--- src/rtl/rxs_pkg.sv ---
package rxs_pkg;

    typedef enum logic [1:0] {
        PH_IDLE = 2'd0,
        PH_PRE  = 2'd1,
        PH_POST = 2'd2
    } rx_phase_e;

    typedef struct packed {
        logic idle;
        logic pre;
        logic post;
    } phase_ind_t;

    typedef struct packed {
        logic decode;
        logic track;
        logic reconf;
    } act_en_t;

    function automatic phase_ind_t phase_decode(input rx_phase_e ph);
        phase_ind_t r;
        r.idle = (ph == PH_IDLE);
        r.pre  = (ph == PH_PRE);
        r.post = (ph == PH_POST);
        return r;
    endfunction

endpackage

--- src/rtl/rxs_win_timer.sv ---
module rxs_win_timer #(
    parameter int WIN_W = 16
) (
    input  logic             clk,
    input  logic             rst,
    input  logic             load,
    input  logic [WIN_W-1:0] load_val,
    input  logic             run,
    output logic             expire
);
    localparam logic [WIN_W-1:0] ONE = WIN_W'(1);

    logic [WIN_W-1:0] cnt;

    always_ff @(posedge clk) begin
        if (rst) begin
            cnt <= '0;
        end else if (load) begin
            cnt <= load_val;
        end else if (run && cnt != '0) begin
            cnt <= cnt - ONE;
        end
    end

    // A window of 0 behaves like a window of 1.
    assign expire = run && (cnt <= ONE);

    AST_TIMER_LOAD: assert property (@(posedge clk) disable iff (rst)
        load |=> (cnt == $past(load_val)));

endmodule

--- src/rtl/rxs_phase_fsm.sv ---
module rxs_phase_fsm
    import rxs_pkg::*;
(
    input  logic      clk,
    input  logic      rst,
    input  logic      sig_det,
    input  logic      sof_hit,
    input  logic      win_expire,
    input  logic      frame_end,
    input  logic      loss_sync,
    output rx_phase_e phase,
    output logic      win_load,
    output logic      post_leave
);
    rx_phase_e phase_nxt;

    assign win_load   = (phase == PH_IDLE) && sig_det;
    assign post_leave = (phase == PH_POST) && (frame_end || loss_sync);

    always_comb begin
        phase_nxt = phase;
        unique case (phase)
            PH_IDLE: if (sig_det) phase_nxt = PH_PRE;
            PH_PRE: begin
                if (win_expire)   phase_nxt = PH_IDLE;
                else if (sof_hit) phase_nxt = PH_POST;
            end
            PH_POST: if (frame_end || loss_sync) phase_nxt = PH_IDLE;
            default: phase_nxt = PH_IDLE;
        endcase
    end

    always_ff @(posedge clk) begin
        if (rst) phase <= PH_IDLE;
        else     phase <= phase_nxt;
    end

    AST_ONE_PHASE: assert property (@(posedge clk) disable iff (rst)
        $onehot(phase_decode(phase)));
    AST_TIMEOUT_WINS: assert property (@(posedge clk) disable iff (rst)
        (phase == PH_PRE && win_expire) |=> (phase == PH_IDLE));
    AST_SOF_ENTER: assert property (@(posedge clk) disable iff (rst)
        (phase == PH_PRE && sof_hit && !win_expire) |=> (phase == PH_POST));
    AST_EXIT_POST: assert property (@(posedge clk) disable iff (rst)
        (phase == PH_POST && (frame_end || loss_sync)) |=> (phase == PH_IDLE));
    AST_IDLE_DETECT: assert property (@(posedge clk) disable iff (rst)
        (phase == PH_IDLE && sig_det) |=> (phase == PH_PRE));

endmodule

--- src/rtl/rxs_reconf_ctl.sv ---
module rxs_reconf_ctl (
    input  logic clk,
    input  logic rst,
    input  logic in_post,
    input  logic leave,
    input  logic req,
    input  logic done,
    output logic busy
);
    logic busy_nxt;

    always_comb begin
        if (!in_post || leave) busy_nxt = 1'b0;
        else if (busy)         busy_nxt = !done;
        else                   busy_nxt = req;
    end

    always_ff @(posedge clk) begin
        if (rst) busy <= 1'b0;
        else     busy <= busy_nxt;
    end

    AST_BUSY_HOLD: assert property (@(posedge clk) disable iff (rst)
        (busy && !done && in_post && !leave) |=> busy);
    AST_DONE_CLEARS: assert property (@(posedge clk) disable iff (rst)
        (busy && done) |=> !busy);
    AST_LEAVE_CLEARS: assert property (@(posedge clk) disable iff (rst)
        leave |=> !busy);

endmodule

--- src/rtl/rx_frame_seq.sv ---
module rx_frame_seq
    import rxs_pkg::*;
#(
    parameter int WIN_W = 16
) (
    input  logic             clk,
    input  logic             rst,
    input  logic             sig_det,
    input  logic             sof_hit,
    input  logic [WIN_W-1:0] win_len,
    input  logic             frame_end,
    input  logic             loss_sync,
    input  logic             reconf_req,
    input  logic             reconf_done,
    output logic             st_idle,
    output logic             st_presync,
    output logic             st_postsync,
    output logic             en_decode,
    output logic             en_track,
    output logic             en_reconf
);
    rx_phase_e  phase;
    phase_ind_t ind;
    act_en_t    act;
    logic       win_load;
    logic       win_expire;
    logic       post_leave;
    logic       rc_busy;

    rxs_win_timer #(.WIN_W(WIN_W)) u_timer (
        .clk      (clk),
        .rst      (rst),
        .load     (win_load),
        .load_val (win_len),
        .run      (ind.pre),
        .expire   (win_expire)
    );

    rxs_phase_fsm u_fsm (
        .clk        (clk),
        .rst        (rst),
        .sig_det    (sig_det),
        .sof_hit    (sof_hit),
        .win_expire (win_expire),
        .frame_end  (frame_end),
        .loss_sync  (loss_sync),
        .phase      (phase),
        .win_load   (win_load),
        .post_leave (post_leave)
    );

    rxs_reconf_ctl u_reconf (
        .clk     (clk),
        .rst     (rst),
        .in_post (ind.post),
        .leave   (post_leave),
        .req     (reconf_req),
        .done    (reconf_done),
        .busy    (rc_busy)
    );

    assign ind = phase_decode(phase);

    always_comb begin
        act.track  = ind.post;
        act.reconf = ind.post && rc_busy;
        act.decode = ind.post && !rc_busy;
    end

    assign st_idle     = ind.idle;
    assign st_presync  = ind.pre;
    assign st_postsync = ind.post;
    assign en_decode   = act.decode;
    assign en_track    = act.track;
    assign en_reconf   = act.reconf;

    AST_DEC_PAUSED: assert property (@(posedge clk) disable iff (rst)
        en_reconf |-> (!en_decode && en_track));
    AST_EN_ONLY_POST: assert property (@(posedge clk) disable iff (rst)
        !st_postsync |-> !(en_decode || en_track || en_reconf));
    AST_ENTRY_DECODE: assert property (@(posedge clk) disable iff (rst)
        $rose(st_postsync) |-> (en_decode && en_track && !en_reconf));

endmodule

--- config.mk ---
export PLATFORM = sky130hd
export DESIGN_NAME = rx_frame_seq
export DESIGN_NICKNAME = d
export VERILOG_FILES = /design/src/rtl/rxs_pkg.sv /design/src/rtl/rxs_win_timer.sv /design/src/rtl/rxs_phase_fsm.sv /design/src/rtl/rxs_reconf_ctl.sv /design/src/rtl/rx_frame_seq.sv
export SDC_FILE = /design/constraint.sdc
export NUM_CORES = 1
export LEC_CHECK = 0
export BUFFER_PORTS_ARGS = -buffer_cell sky130_fd_sc_hd__clkbuf_2
export CAP_MARGIN = 20
export CORE_MARGIN = 5
export CORE_UTILIZATION = 32
export CTS_CLUSTER_DIAMETER = 100
export CTS_CLUSTER_SIZE = 20
export DETAILED_ROUTE_END_ITERATION = 16
export GPL_ROUTABILITY_DRIVEN = 0
export PLACE_DENSITY = 0.51
export SLEW_MARGIN = 20
export SYNTH_ARGS = -nofsm -noshare
export SYNTH_HDL_FRONTEND = slang
export SYNTH_HIERARCHICAL = 1
export SYNTH_SLANG_ARGS = --single-unit
--- constraint.sdc ---
create_clock -name clk -period 4.2 [get_ports clk]
set_clock_uncertainty 0.05 [all_clocks]
set_input_delay 0.42 -clock clk [delete_from_list [all_inputs] [get_ports clk]]
set_output_delay 0.42 -clock clk [all_outputs]
set_load 0.01 [all_outputs]
==> metrics.yaml <==
global_route:
  busiest_layer: "met2"
  use_met1_pct: 15.3
  grt_use_total_pct: 11.5
  grt_max_degree: 28
  met3_usage_pct: 2.70
  grtUsageMet2_pct: 17.8
  antenna_found_initial: 0
  overflow: 0
  grt_pass1_wl_mm: 4.68
  grt_pass1_vias: 1030
synth:
  ys.warnings.count: 6
  syn_inst: 138
  synth_edf_count: 0
  synth_top_area_share_pct: 32.3
  synthArstFlopShare_pct: 0
  ys_ff_latch: 19
  yosysTopAreaCell: "dfxtp_1"
  ys_types: 47
  syn_area_um2: 1180
  synthFlopType: "dfxtp_1"
  ys_seq_area_share_pct: 32.3
  yosys-top-cells-area: "dfxtp_1 32%, nor2_1 6.7%, xnor2_1 6.7%"
  synth_nets: 164
  avgSynthCellArea_um2: 8.54
power_and_ir_drop:
  p_switching_uw: 156
  p_comb_share_pct: 27.2
  sw_frac_of_total_pct: 32.9
  p_per_area_nw_per_um2: 339
  ir_worst_vdd_uv: 117
  p_leak_uw: 0.000514
  intPower_uw: 319
  seq_power_share_pct: 45.8
  p_clk_share_pct: 27.0
die:
  rows: 22
  boundaryPins: 30
  start_util_pct: 32.7
  dieArea_um2: 5000
  chipHeight_um: 70.7
  dieWidth_um: 70.7
  coreArea_um2: 3610
critical_path:
  worstSetupEndpointType: "flop"
  start_kind: "flop"
  worstPathArrival_ps: 2450
  crit_type: "reg2reg"
  cp.required_ps: 4300
  path_max_fanout: 27
sta:
  worst_pin_slew_ps: 738
  maxSlewHeadroom_pct: 50.5
  setup_viol: 0
  fmax_ghz: 0.425
  drv_slew: 0
  fin_crit_ps: 2350
  rsz0062_at_grt: "no"
  finalCritPeriodShare_pct: 56.0
  fin_tns_setup_ps: 0
  finalHoldViolCount: 0
placement:
  port_buffers: 29
  numPlacedInstances: 209
  postPlaceCellArea_um2: 1360
  dp_hpwl_mm: 2.11
clocking:
  htreeDepth: 1
  cts-resized-gates: 0
  cts_hold_buf: 0
  post_cts.repair.setup_buffers: 0
  numCtsBuffers: 3
  clock_latency_ps: 250
  clk_transition_reported_paths_ps: 70
  clock_sinks: 19
  cts_root_buf: "clkbuf_8"
  clock_path_buffers: 2
  cts_tree: "built"
routing:
  drc: 0
  viasPerCell: 5.20
  drt_iter0_drc: 60
  routed_wl_mm: 2.79
  drt-pass1-iter-count: 4
  ant_nets: 0
  num_vias: 1108
  wl_per_cell_um: 13.1
min_path:
  hold_path_class: "in2reg"
final_layout:
  final_area_um2: 1400
  multi_input_area_um2: 748
  stdcell_count: 213
  syn2layout_area_growth_pct: 18.9
  fin_util_pct: 38.9
  final-seq-area_um2: 380
  fillCellCount: 392
  n_antenna_cell: 0
  fin_nets: 192
  drive_gt1_share_pct: 26.1
status:
  status: "complete, no violations"
job:
  cap_viol_max_count: 0
worst paths after layout:
kind | start | to | slack (ps) | depth (start not counted)
max | u_fsm/phase[0] | u_timer/cnt[13] | 1850 | 4
min | win_len[1] | u_timer/cnt[1] | 350 | 3
max reg2reg | u_fsm/phase[0] | u_timer/cnt[13] | 1850 | 4
min reg2reg | u_reconf/busy | u_reconf/busy | 480 | 2
metrics by stage:
stage               power, uW  setup WS [ps]  hold WS (ps)
detailed placement        351           1870           470
global route              507           1590           353
CTS                       481           1850           342
floorplan                 315           2160           439
global placement          349           1950           463
finish                    476           1850           348
placed cells by master (no fill, tap or decap), types with 2 or more instances in the layout:
| master | count |
|---|---|
| xnor2_1 | 9 |
| a2111oi_2 | 4 |
| clkbuf_8 | 3 |
| nand3_1 | 2 |
| a311oi_1 | 4 |
| nor4_1 | 2 |
| nand4_1 | 2 |
| clkbuf_2 | 29 |
| and3_1 | 2 |
| a21oi_1 | 5 |
| nor2b_1 | 2 |
| ha_1 | 2 |
| or3_2 | 2 |
| inv_1 | 5 |
| nand2b_1 | 3 |
| o31ai_1 | 2 |
| o21ai_0 | 2 |
| nand2_1 | 6 |
| dfxtp_1 | 19 |
| nor3_1 | 4 |
| a211oi_1 | 10 |
| or4_1 | 2 |
| nor2_1 | 21 |
cell usage after synthesis, types with 2 or more instances:
master and n:
nor2_1 21, dfxtp_1 19, a211oi_1 10, xnor2_1 9
nand2_1 6, a21oi_1 5, inv_1 5, a2111oi_2 4
a311oi_1 4, nor3_1 4, clkbuf_1 3, nand2b_1 3
and3_1 2, ha_1 2, nand3_1 2, nand4_1 2
nor2b_1 2, nor4_1 2, o21ai_0 2, o31ai_1 2
or3_2 2, or4_1 2
worst max-delay path, cell delays in order (launching register included):
cell and delay, ps:
dfxtp_1 390, nand2b_1 190, nor2_1 400, clkinv_1 750, a311oi_1 470
flip-flops by register name, indices dropped and copies added, names as in the netlist:
register       flops
u_fsm/phase        2
u_reconf/busy      1
u_timer/cnt       16
power groups by stage:
stage          clock network, uW  registers (uW)  logic, uW
2_1_floorplan                  0             217       97.7
4_1_cts                      133             218        130
3_5_place_dp                   0             222        129
5_1_grt                      141             221        145
3_3_place_gp                   0             221        127
6_report                     128             218        129
cell type report:
class,instances,area share [%]
well taps,48,4.29
flip-flops and latches,19,27.1
repair buffers,29,10.4
clock buffers,4,3.21
inverters,6,1.61
multi-input cells,107,53.4
cell families (layout without fill, tap and decap cells):
logic type      Yosys count  after routing  share of synthesized area [%]
simple gates             60             60                           28.6
compound gates           36             36                           26.1
flops                    19             19                           32.3
buf+inv                  12             39                           4.25
xor+xnor                  9              9                           6.69
fa+ha+maj                 2              2                           2.12
layer usage:
layer  share of wire [%]  vias to the layer above  wire length (um)
li1                    -                      577                 -
met1                  49                      512              1370
met2                  47                       17              1300
met3                 3.5                        2                97
met4                0.68                        0                19
met5                   0                        -                 0
(Power assumes the default switching activity.)
